--- config.mk ---
export PLATFORM = sky130hd
export DESIGN_NAME = galwalk_line_tester
export DESIGN_NICKNAME = d
export VERILOG_FILES = /design/src/rtl/galwalk_line_tester.sv
export SDC_FILE = /design/constraint.sdc
export NUM_CORES = 1
export LEC_CHECK = 0
export BUFFER_PORTS_ARGS = -buffer_cell sky130_fd_sc_hd__buf_2
export CAP_MARGIN = 20
export CORE_ASPECT_RATIO = 0.9
export CORE_MARGIN = 2
export CORE_UTILIZATION = 40
export CTS_CLUSTER_SIZE = 24
export DETAILED_ROUTE_END_ITERATION = 16
export PLACE_DENSITY_LB_ADDON = 0.08
export SETUP_SLACK_MARGIN = 0.15
export SLEW_MARGIN = 5
export SYNTH_ARGS = -nofsm -noshare
export SYNTH_HDL_FRONTEND = slang
export SYNTH_SLANG_ARGS = --single-unit
export TNS_END_PERCENT = 100
--- constraint.sdc ---
create_clock -name clk -period 2.05 [get_ports clk]
set_input_delay 0.1025 -clock clk [delete_from_list [all_inputs] [get_ports clk]]
set_output_delay 0.1025 -clock clk [all_outputs]
set_load 0.02 [all_outputs]
--- src/rtl/galwalk_line_tester.sv ---
module galwalk_line_tester #(
  parameter int ROW_W = 3,
  parameter int COL_W = 3
) (
  input  logic                   clk,
  input  logic                   rst_n,
  input  logic                   start,
  input  logic                   walk_mode,
  input  logic                   row_axis,
  output logic                   busy,
  output logic                   done,
  output logic                   pass_ok,
  output logic                   fail,
  output logic [ROW_W+COL_W-1:0] fail_base,
  output logic [ROW_W+COL_W-1:0] fail_addr,
  output logic                   mem_en,
  output logic                   mem_we,
  output logic [ROW_W+COL_W-1:0] mem_addr,
  output logic                   mem_wdata,
  input  logic                   mem_rdata
);
  localparam int AW   = ROW_W + COL_W;
  localparam int KW   = (ROW_W > COL_W) ? ROW_W : COL_W;
  localparam int ROWS = 1 << ROW_W;
  localparam int COLS = 1 << COL_W;
  localparam logic [AW-1:0] A_LAST   = {AW{1'b1}};
  localparam logic [KW-1:0] K_COLAX  = KW'(ROWS - 1);
  localparam logic [KW-1:0] K_ROWAX  = KW'(COLS - 1);

  typedef enum logic [2:0] {
    S_IDLE, S_FILL, S_SETB, S_SWPV, S_SWPB, S_CHKB, S_RSTB
  } st_t;

  st_t           st;
  logic          bg, walk_q, row_q;
  logic [AW-1:0] base, victim;
  logic [KW-1:0] k, k_last;
  logic          rd_pend, rd_exp;
  logic [AW-1:0] rd_addr, rd_base;
  logic          exp_now, go;

  assign go      = start && (st == S_IDLE);
  assign k_last  = row_q ? K_ROWAX : K_COLAX;
  assign victim  = row_q ? {base[AW-1:COL_W], k[COL_W-1:0]}
                         : {k[ROW_W-1:0], base[COL_W-1:0]};

  assign busy      = (st != S_IDLE);
  assign mem_en    = busy;
  assign mem_we    = (st == S_FILL) || (st == S_SETB) || (st == S_RSTB);
  assign mem_addr  = (st == S_SWPV) ? victim : base;
  assign mem_wdata = (st == S_SETB) ? ~bg : bg;
  assign exp_now   = ((st == S_SWPV) && (victim != base)) ? bg : ~bg;
  assign pass_ok   = done && !fail;

  always_ff @(posedge clk or negedge rst_n) begin
    if (!rst_n) begin
      st <= S_IDLE;
      bg <= 1'b0;
      walk_q <= 1'b0;
      row_q <= 1'b0;
      base <= '0;
      k <= '0;
      done <= 1'b0;
    end else begin
      case (st)
        S_IDLE: if (go) begin
          st <= S_FILL;
          bg <= 1'b0;
          base <= '0;
          walk_q <= walk_mode;
          row_q <= row_axis;
          done <= 1'b0;
        end
        S_FILL: begin
          base <= base + 1'b1;
          if (base == A_LAST) st <= S_SETB;
        end
        S_SETB: begin
          k <= '0;
          st <= S_SWPV;
        end
        S_SWPV: begin
          if (!walk_q) st <= S_SWPB;
          else if (k == k_last) st <= S_CHKB;
          else k <= k + 1'b1;
        end
        S_SWPB: begin
          if (k == k_last) st <= S_RSTB;
          else begin
            k <= k + 1'b1;
            st <= S_SWPV;
          end
        end
        S_CHKB: st <= S_RSTB;
        S_RSTB: begin
          base <= base + 1'b1;
          if (base != A_LAST) st <= S_SETB;
          else if (!bg) begin
            bg <= 1'b1;
            st <= S_FILL;
          end else begin
            st <= S_IDLE;
            done <= 1'b1;
          end
        end
        default: st <= S_IDLE;
      endcase
    end
  end

  always_ff @(posedge clk or negedge rst_n) begin
    if (!rst_n) begin
      rd_pend <= 1'b0;
      rd_exp <= 1'b0;
      rd_addr <= '0;
      rd_base <= '0;
      fail <= 1'b0;
      fail_base <= '0;
      fail_addr <= '0;
    end else begin
      rd_pend <= mem_en && !mem_we;
      rd_exp <= exp_now;
      rd_addr <= mem_addr;
      rd_base <= base;
      if (go) fail <= 1'b0;
      else if (rd_pend && (mem_rdata != rd_exp) && !fail) begin
        fail <= 1'b1;
        fail_base <= rd_base;
        fail_addr <= rd_addr;
      end
    end
  end

  p_start_busy_r2: assert property (@(posedge clk) disable iff (!rst_n)
    (start && !busy) |=> busy);
  p_fill_ascend_r3: assert property (@(posedge clk) disable iff (!rst_n)
    (st == S_FILL && base != A_LAST) |=> (mem_we && mem_addr == AW'($past(mem_addr) + 1'b1)));
  p_gallop_base_r5: assert property (@(posedge clk) disable iff (!rst_n)
    (st == S_SWPV && !walk_q) |=> (mem_en && !mem_we && mem_addr == $past(base)));
  p_walk_base_r6: assert property (@(posedge clk) disable iff (!rst_n)
    (st == S_SWPV && walk_q && k == k_last) |=> (!mem_we && mem_addr == $past(base)));
  p_fail_sticky_r8: assert property (@(posedge clk) disable iff (!rst_n)
    (fail && !start) |=> fail);
  p_done_hold_r9: assert property (@(posedge clk) disable iff (!rst_n)
    (done && !start) |=> done);
  p_done_excl_r9: assert property (@(posedge clk) disable iff (!rst_n)
    !(done && busy));
endmodule

==> impl_metrics.csv, run 1 <==
group,metric,value,unit
floorplan,fp.dieArea,0.00560,mm2
clock_tree,cts_tree,"done",
min_path,min_from,"walk_mode",
clock_tree,clk_pin_slew,70,ps
global_route,grt_antenna_before_repair,0,
route,wirelength,4230,um
placement,hpwlAfterDp,3030,um
yosys,seq_area_frac_synth,0.536,
floorplan,die_y,71.2,um
timing,tns,0,ps
min_path,hold-path-endpoint,"walk_q",
timing,worstMarginPinSlew,485,ps
route,wl_per_cell,15.6,um
finish,stdcell_area,0.00241,mm2
yosys,synth_cell_types,39,
route,drt_iter0_drc,90,
critical_path,required,1950,ps
route,vias,1378,
power,power_frac_clock,0.167,
min_path,min_path_cells,2,
yosys,synth_nets,174,
timing,relSlewSlack,0.677,
power,leakagePower,0.00119,uW
critical_path,cp.arrival,1740,ps
power,ir_drop,0.695,mV
yosys,ys_warn_count,0,
global_route,grtUsageTotal,0.168,
floorplan,ios,31,
critical_path,r2r_end,"st[1]",
clock_tree,clock-sinks,43,
timing,fin_skew,2.61,ps
floorplan,core-area,0.00483,mm2
finish,fillers,458,
power,combPwrFrac,0.446,
critical_path,criticalPathCategory,"reg2out",
run,max_cap_viol_count,0,
timing,final_max_slew_viol_count,0,
finish,area_growth_syn_to_layout,20.3,%
critical_path,worstSetupEndpointType,"output port",
timing,rsz0062_at_grt,"true",
global_route,grt_max_degree,23,
placement,port_buffers,30,
power,p_seq_frac,0.387,
finish,final_common_cell,"dfrtp_1",
min_path,hp-class,"in2reg",
clock_tree,numCtsBuffers,5,
timing,hold_violations,0,
finish,antennaDiodeCount,0,
finish,nets,215,
power,power_per_cell_area,1530,mW/mm2
route,drcViolationCount,0,
yosys,ys_seq_elements,43,
timing,fmax,543,MHz
yosys,syn_avg_cell_area,12.2,um2
global_route,grt_overflow_total,0,
power,internal_power,2260,uW
yosys,synth_top_area_cell,"dfrtp_1",
critical_path,cp_max_fo,10,
timing,setup_viol,0,
critical_path,reg2reg_from,"k[0]",
route,ant_nets,0,
floorplan,die_w,78.6,um
finish,final_cell_mix,"dfrtp_1, buf_2, mux2_4, buf_4, nand2_1",
placement,place_area,0.00222,mm2
yosys,ys_top_cells_by_area,"dfrtp_1, mux2_4, mux2_2, mux2i_1, nand2_1",
clock_tree,clk_path_buf_depth,2,
power,p_switching,1430,uW
yosys,synthesis.instances,165,
placement,globalplace.congestion,0.835,
clock_tree,htreeDepth,2,
timing,fin_crit_sh,0.899,
clock_tree,clockRootBuffer,"clkbuf_8",
timing,holdWs,44.3,ps
status,outcome,"completed",
global_route,grt_pass1_vias,1372,
yosys,synth_area,0.00201,mm2
finish,final_layout_size_suffix_gt1_frac,0.393,
floorplan,initial_core_util,0.415,
critical_path,startpoint_type,"register",
yosys,synth_top_area_share,0.536,
critical_path,rr_worst_depth,6,
finish,post-route-util,0.499,
global_route,grt_pass1_wl,7150,um
critical_path,r2r_slack,300,ps
timing,min_period,1840,ps
route,viasPerCell,5.08,
power,swShare,0.388,
floorplan,row_count,24,
route,first_pass_iters,4,
clock_tree,clkLatencyLatePin,290,ps
worst max-delay path, cell delays in order (launching register included):
cell     delay [ps]
dfrtp_2         460
buf_4           170
or3b_2          500
o21ai_0         110
buf_2           200
repair_timing:
item / in CTS / in global routing
gates cloned: 0 / 0
setup endpoints to repair: 6 / 7
resized for setup: 4 / 7
hold buffers: 1 / 0
endpoints found under the hold margin: 21 / 0
setup buffers: 2 / 4
state kept, by name, indices dropped and copies added, names as in the netlist:
register / cells
base: 6
walk_q: 1
row_q: 1
rd_base: 6
fail_base: 6
rd_exp: 1
st: 3
fail: 1
rd_addr: 6
bg: 1
rd_pend: 1
done: 1
fail_addr: 6
k: 3
how the worst max path moves through the flow:
stage	from	end	slack, ps	depth (start not counted)
after floorplan	st[2]	fail_addr[2]	430	5
after global placement	st[0]	base[5]	320	4
after detailed placement	base[0]	st[0]	300	5
after CTS	st[0]	mem_we	140	4
after global routing	st[2]	mem_we	120	4
final	st[2]	mem_we	210	4
cell usage after synthesis:
| library cell | count |
|---|---|
| a2111oi_0 | 1 |
| a211oi_1 | 1 |
| a21bo_2 | 1 |
| a21o_1 | 2 |
| a21oi_1 | 4 |
| a22o_1 | 1 |
| a22oi_1 | 1 |
| a31oi_1 | 2 |
| and3_1 | 1 |
| and3b_1 | 2 |
| buf_2 | 1 |
| buf_4 | 2 |
| buf_6 | 2 |
| clkbuf_1 | 4 |
| dfrtp_1 | 43 |
| ha_1 | 3 |
| inv_1 | 4 |
| mux2_2 | 12 |
| mux2_4 | 10 |
| mux2i_1 | 6 |
| nand2_1 | 12 |
| nand2b_1 | 2 |
| nand3_1 | 3 |
| nand3b_1 | 2 |
| nand4_1 | 1 |
| nor2_1 | 10 |
| nor2b_1 | 2 |
| nor3_1 | 6 |
| nor3_2 | 1 |
| nor3b_1 | 1 |
| nor4_1 | 1 |
| nor4b_4 | 1 |
| o211ai_1 | 1 |
| o21ai_0 | 8 |
| o32ai_1 | 1 |
| or3_1 | 2 |
| or3b_2 | 1 |
| xnor2_1 | 2 |
| xor2_1 | 5 |
cell type report:
class | instances | area [um2] | share of cell area
sequential | 43 | 1080 | 0.448
multi-input combinational | 109 | 883 | 0.366
timing repair buffer | 43 | 250 | 0.104
tap | 65 | 81.3 | 0.0337
clock buffer | 6 | 72.6 | 0.0301
clock inverter | 1 | 30.0 | 0.0124
inverter | 4 | 15.0 | 0.00622
power groups by stage:
stage          Clock [uW]  Sequential [uW]  Combinational, uW
2_1_floorplan           0             1440               1090
3_3_place_gp            0             1450               1450
3_5_place_dp            0             1460               1490
4_1_cts               641             1450               1540
5_1_grt               685             1480               1810
6_report              616             1430               1650
through the flow:
| step | power [uW] | instances | worst slack (ps) |
|---|---|---|---|
| 3_3_place_gp | 2900 | 257 | 318 |
| 6_report | 3690 | 271 | 207 |
| 5_1_grt | 3970 | 271 | 117 |
| 4_1_cts | 3630 | 267 | 144 |
| 3_5_place_dp | 2960 | 257 | 302 |
| 2_1_floorplan | 2520 | 165 | 433 |
cell families after synthesis:
family          synth area share
simple gates               0.133
mux                        0.172
fa+ha+maj                 0.0187
xor+xnor                  0.0306
buf+inv                   0.0362
flops                      0.536
compound gates            0.0730
routing by layer:
metal  routed length (um)  vias up  part of all wire  track usage
met5                    0        -                 0            0
met4                   34        0            0.0080       0.0468
met3                  177        4             0.042       0.0446
met2                 2010       31              0.47        0.260
met1                 2010      683              0.48        0.233
li1                     -      660                 -            -
Note: power is estimated with default switching activity, not from simulation.
==> run 2, diff against run 1 <==
- ABC_AREA: not set -> 1
==> impl_metrics.csv, run 2 <==
group,metric,value,unit
status,outcome,"completed",
floorplan,die_w,79.2,um
placement,port_buffers,30,
global_route,grt_pass1_wl,7180,um
yosys,synthesis.instances,242,
timing,tns,0,ps
critical_path,cp_max_fo,8,
critical_path,rr_worst_depth,7,
yosys,synth_fa_ha_area_frac,0.0184,
power,ir_drop,0.391,mV
route,drt_iter0_drc,112,
yosys,synth_top_area_cell,"dfrtp_1",
yosys,ys_seq_elements,43,
floorplan,die_y,71.7,um
clock_tree,numCtsBuffers,5,
finish,antennaDiodeCount,0,
timing,worstMarginPinSlew,538,ps
global_route,grtUsageTotal,0.164,
min_path,min_path_cells,3,
timing,relSlewSlack,0.641,
global_route,grt_antenna_before_repair,0,
global_route,grt_overflow_total,0,
timing,rsz0062_at_grt,"false",
yosys,ys_warn_count,0,
critical_path,startpoint_type,"register",
critical_path,cp.arrival,1670,ps
critical_path,critPathMaxStageDelay,450,ps
run,max_cap_viol_count,0,
placement,pre_cts_ws,468,ps
timing,fin_skew,6.17,ps
route,vias,1612,
floorplan,initial_core_util,0.419,
timing,final_max_slew_viol_count,0,
yosys,synth_top_area_share,0.528,
finish,fillers,504,
global_route,grt_max_degree,44,
yosys,seq_area_frac_synth,0.528,
finish,final_cell_mix,"nand2_1, dfrtp_1, nand3_1",
finish,final_layout_size_suffix_gt1_frac,0.202,
yosys,yosys.area_share.xor_xnor,0.00430,
timing,min_period,1770,ps
yosys,ys.flop_type,"dfrtp_1",
yosys,yosysMostFrequentCell,"nand2_1",
clock_tree,clk_path_buf_depth,2,
clock_tree,clock-sinks,43,
timing,fin_crit_sh,0.863,
yosys,synth-edff-count,0,
timing,layout_setup_ws,281,ps
critical_path,worst_path_max_delay_cell,"dfrtp_2",
yosys,syn_avg_cell_area,8.42,um2
clock_tree,clkLatencyLatePin,290,ps
clock_tree,cts_tree,"done",
yosys,synth_mux_area_frac,0,
finish,area_growth_syn_to_layout,17.3,%
route,first_pass_iters,4,
clock_tree,clk_pin_slew,80,ps
placement,hpwlAfterDp,3040,um
critical_path,cp_cell_sequence,"nand2_1 > nor2_4 > inv_2 > o31ai_1 > buf_2",
timing,hold_violations,0,
route,wl_per_cell,12.4,um
route,drcViolationCount,0,
route,ant_nets,0,
critical_path,required,1950,ps
power,leakagePower,0.00127,uW
yosys,synthArstFlopShare,1.00,
power,power_per_cell_area,821,mW/mm2
critical_path,criticalPathCategory,"reg2out",
floorplan,fp.dieArea,0.00568,mm2
floorplan,core-area,0.00486,mm2
timing,setup_viol,0,
timing,fmax,565,MHz
route,viasPerCell,4.71,
global_route,grt_pass1_vias,1512,
clock_tree,htreeDepth,2,
finish,final_common_cell,"nand2_1",
yosys,synth_cell_types,27,
yosys,synth_commonest_cells,"nand2_1, dfrtp_1, nand3_1, inv_1, nor2_1",
clock_tree,clockRootBuffer,"clkbuf_8",
critical_path,worstSetupEndpointType,"output port",
placement,globalplace.congestion,0.792,
route,wirelength,4230,um
floorplan,row_count,24,
yosys,synth_compound_area_frac,0.0866,
yosys,synth_top_family_by_area,"simple AND/OR/NAND/NOR gates",
finish,nets,285,
yosys,synthSimpleGateAreaFrac,0.292,
yosys,synth_area,0.00204,mm2
yosys,synth_nets,251,
floorplan,ios,31,
yosys,ys_top_cells_by_area,"dfrtp_1, nand2_1, nand3_1, inv_1, o21ai_0",
min_path,hp-class,"in2reg",
## run 2: cell types whose count changed in the layout (fill, tap and decap cells not counted), moves of 7 or more
cell / previous run / this run
nand2_1: 11 / 74
nand3_1: 3 / 34
inv_1: 4 / 19
mux2_4: 12 / 0
mux2_2: 10 / 0
buf_4: 12 / 4
nor2_1: 8 / 15
## run 2: path summary, 6_finish.rpt
path | startpoint | to | slack (ps)
min reg2reg | fail_base[0] | fail_base[0] | 470
max reg2reg | base[0] | st[0] | 520
min in group asynchronous | rst_n | walk_q | 400
max | st[1] | mem_addr[3] | 280
min | walk_mode | walk_q | 20
max in group asynchronous | rst_n | row_q | 1240
## run 2: per-layer routing
metal,wire length [um],GRT usage
met5,0,0
met2,1860,0.249
met4,38,0.0402
met1,2190,0.234
met3,144,0.0466
## run 2: timing repair
action | in CTS | in global routing
endpoints found under the hold margin | 43 | 0
endpoints found under the setup margin | 1 | 6
hold buffers | 1 | 0
resized for setup | 1 | 4
buffers inserted | 0 | 0
## run 2: per-stage QoR
stage	util	total power (uW)	cells	hold slack [ps]	area, um2
floorplan	-	1110	242	-193	2040
finish	0.491	1960	342	22.9	2390
global route	0.491	2050	342	43.7	2390
detailed placement	0.459	1210	333	215	2230
CTS	0.489	1980	342	26.3	2380
global placement	0.459	1200	333	211	2230
## run 2: layout make-up
type                       instances  area (um2)  area share
clock buffer                       6        72.6      0.0304
clock inverter                     2        60.1      0.0251
inverter                          23        87.6      0.0367
multi-input combinational        169         823       0.345
sequential                        43        1080       0.452
tap                               65        81.3      0.0340
timing repair buffer              34         185      0.0775
## run 2: cells by family (layout without fill, tap and decap cells)
family | Yosys count | after routing
XOR/XNOR | 1 | 1
AND/OR/NAND/NOR | 133 | 133
adder cells (fa/ha/maj) | 3 | 3
AO/OA/AOI/OAI | 32 | 32
buffers and inverters | 30 | 65
flip-flops | 43 | 43
## run 2: where the power goes
part           switching (uW)  total (uW)  internal (uW)
sequential               31.1         942            911
combinational             162         241           79.1
clock                     290         777            487
## run 2: worst max-delay path, delay by kind of cell (launching register included)
family          cells  cell delay, ps
buf+inv             2             330
compound gates      1             340
flops               1             450
simple gates        2             260
==> run 3, diff against run 2 <==
- CELL_PAD_IN_SITES_DETAIL_PLACEMENT: not set -> 1
- CELL_PAD_IN_SITES_GLOBAL_PLACEMENT: not set -> 1
- SETUP_SLACK_MARGIN: 0.15 -> not set
==> impl_metrics.csv, run 3 (synthesis results as in run 2) <==
group,metric,value,unit
route,ant_nets,0,
clock_tree,clkLatencyLatePin,300,ps
critical_path,cp_cell_sequence,"clkinv_1 > o31ai_1 > buf_2",
critical_path,startpoint_type,"register",
global_route,grtUsageTotal,0.188,
timing,hold_violations,0,
global_route,grt_overflow_total,0,
floorplan,die_y,71.7,um
critical_path,endpoint,"mem_addr[0]",
clock_tree,clock-sinks,43,
timing,rsz0062_at_grt,"false",
clock_tree,clk_path_buf_depth,2,
route,wirelength,4800,um
route,drt_iter0_drc,72,
critical_path,cp_max_fo,12,
floorplan,row_count,24,
critical_path,rr_worst_depth,7,
global_route,grt_max_degree,44,
power,power_frac_clock,0.307,
floorplan,fp.dieArea,0.00568,mm2
critical_path,startpoint,"row_q",
critical_path,required,1950,ps
power,power_per_cell_area,733,mW/mm2
timing,setup_viol,0,
power,combPwrFrac,0.146,
timing,fin_skew,10.8,ps
finish,area_growth_syn_to_layout,15.5,%
finish,post-route-util,0.484,
timing,min_period,1870,ps
global_route,grt_antenna_before_repair,0,
route,viasPerCell,4.96,
finish,final_layout_size_suffix_gt1_frac,0.191,
status,outcome,"completed",
finish,final_common_cell,"nand2_1",
critical_path,r2r_slack,450,ps
timing,fmax,534,MHz
power,leakagePower,0.00124,uW
clock_tree,post-cts-setup-buffer-count,0,
timing,worstMarginPinSlew,365,ps
clock_tree,clk_pin_slew,80,ps
clock_tree,cts_tree,"done",
placement,hpwlAfterDp,3660,um
global_route,use_met1,0.260,
timing,final_max_slew_viol_count,0,
power,internal_power,1230,uW
power,p_seq_frac,0.547,
global_route,grt_pass1_vias,1757,
global_route,grt_pass1_wl,8290,um
floorplan,initial_core_util,0.419,
timing,relSlewSlack,0.754,
clock_tree,cts-hold-fix-buffers,2,
critical_path,cp.arrival,1770,ps
global_route,grt_use_met2,0.299,
clock_tree,clockRootBuffer,"clkbuf_8",
critical_path,criticalPathCategory,"reg2out",
route,vias,1701,
clock_tree,ctsResizeCount,0,
floorplan,ios,31,
placement,port_buffers,30,
critical_path,critPathMaxStageDelay,550,ps
finish,nets,286,
floorplan,core-area,0.00486,mm2
clock_tree,htreeDepth,2,
timing,tns,0,ps
critical_path,worstSetupEndpointType,"output port",
critical_path,r2r_end,"rd_exp",
finish,antennaDiodeCount,0,
route,wl_per_cell,14.0,um
min_path,hp-class,"in2reg",
floorplan,die_w,79.2,um
global_route,busiest_layer,"met2",
timing,fin_crit_sh,0.914,
power,ir_drop,0.304,mV
route,drcViolationCount,0,
critical_path,reg2reg_from,"row_q",
power,p_switching,490,uW
placement,globalplace.congestion,0.825,
run,max_cap_viol_count,0,
critical_path,worst_path_max_delay_cell,"dfrtp_1",
clock_tree,numCtsBuffers,5,
finish,final_cell_mix,"nand2_1, dfrtp_1, nand3_1",
global_route,met3_usage,0.0340,
timing,holdWs,39.8,ps
route,first_pass_iters,6,
power,swShare,0.285,
## run 3: cell count changes in the layout (fill, tap and decap cells not counted)
| cell | before | now |
|---|---|---|
| buf_12 | 0 | 1 |
| clkinvlp_4 | 0 | 1 |
| dlygate4sd3_1 | 1 | 2 |
| dfrtp_2 | 2 | 0 |
| clkinv_1 | 0 | 1 |
| buf_4 | 4 | 2 |
| buf_2 | 29 | 30 |
| dfrtp_1 | 41 | 43 |
| nor2_4 | 2 | 1 |
| bufinv_16 | 2 | 0 |
| nor2_2 | 1 | 2 |
## run 3: worst min-delay path by stage
stage	startpoint	end	slack, ps	depth (start not counted)
3_3_place_gp	rst_n	st[1]	100	2
6_report	row_axis	row_q	40	3
2_1_floorplan	rst_n	base[0]	-190	0
5_1_grt	row_axis	row_q	50	3
3_5_place_dp	rst_n	st[1]	100	2
4_1_cts	row_axis	row_q	40	3
## run 3: cell type report
cell class	count	area [um2]
Clock buffer	6	72.6
Inverter	23	86.3
Timing Repair Buffer	35	205
Sequential cell	43	1080
Fill cell	618	2510
Clock inverter	2	12.5
Multi-Input combinational cell	169	818
Tap cell	65	81.3
## run 3: per-stage QoR
stage | setup slack (ps) | cells | power (uW) | instance area (um2)
after global placement | 469 | 333 | 1210 | 2250
final | 176 | 343 | 1720 | 2350
after global routing | 33.5 | 343 | 1800 | 2350
after CTS | 144 | 343 | 1750 | 2350
after detailed placement | 457 | 333 | 1210 | 2250
after floorplan | 554 | 242 | 1110 | 2040
## run 3: power by group through the flow
stage / combinational [uW] / sequential [uW] / clock, uW
finish: 251 / 943 / 530
global route: 279 / 950 / 571
CTS: 257 / 944 / 545
detailed placement: 254 / 961 / 0
global placement: 249 / 957 / 0
floorplan: 61.2 / 1040 / 0
## run 3: worst max-delay path, delay by kind of cell, from the launching register on
family	cells	cell delay [ps]
flops	1	550
buf+inv	2	550
compound gates	1	370
## run 3: per-layer routing
metal,vias to the layer above,part of all wire
li1,851,-
met1,820,0.50
met2,24,0.46
met3,6,0.033
met4,0,0.013
met5,-,0
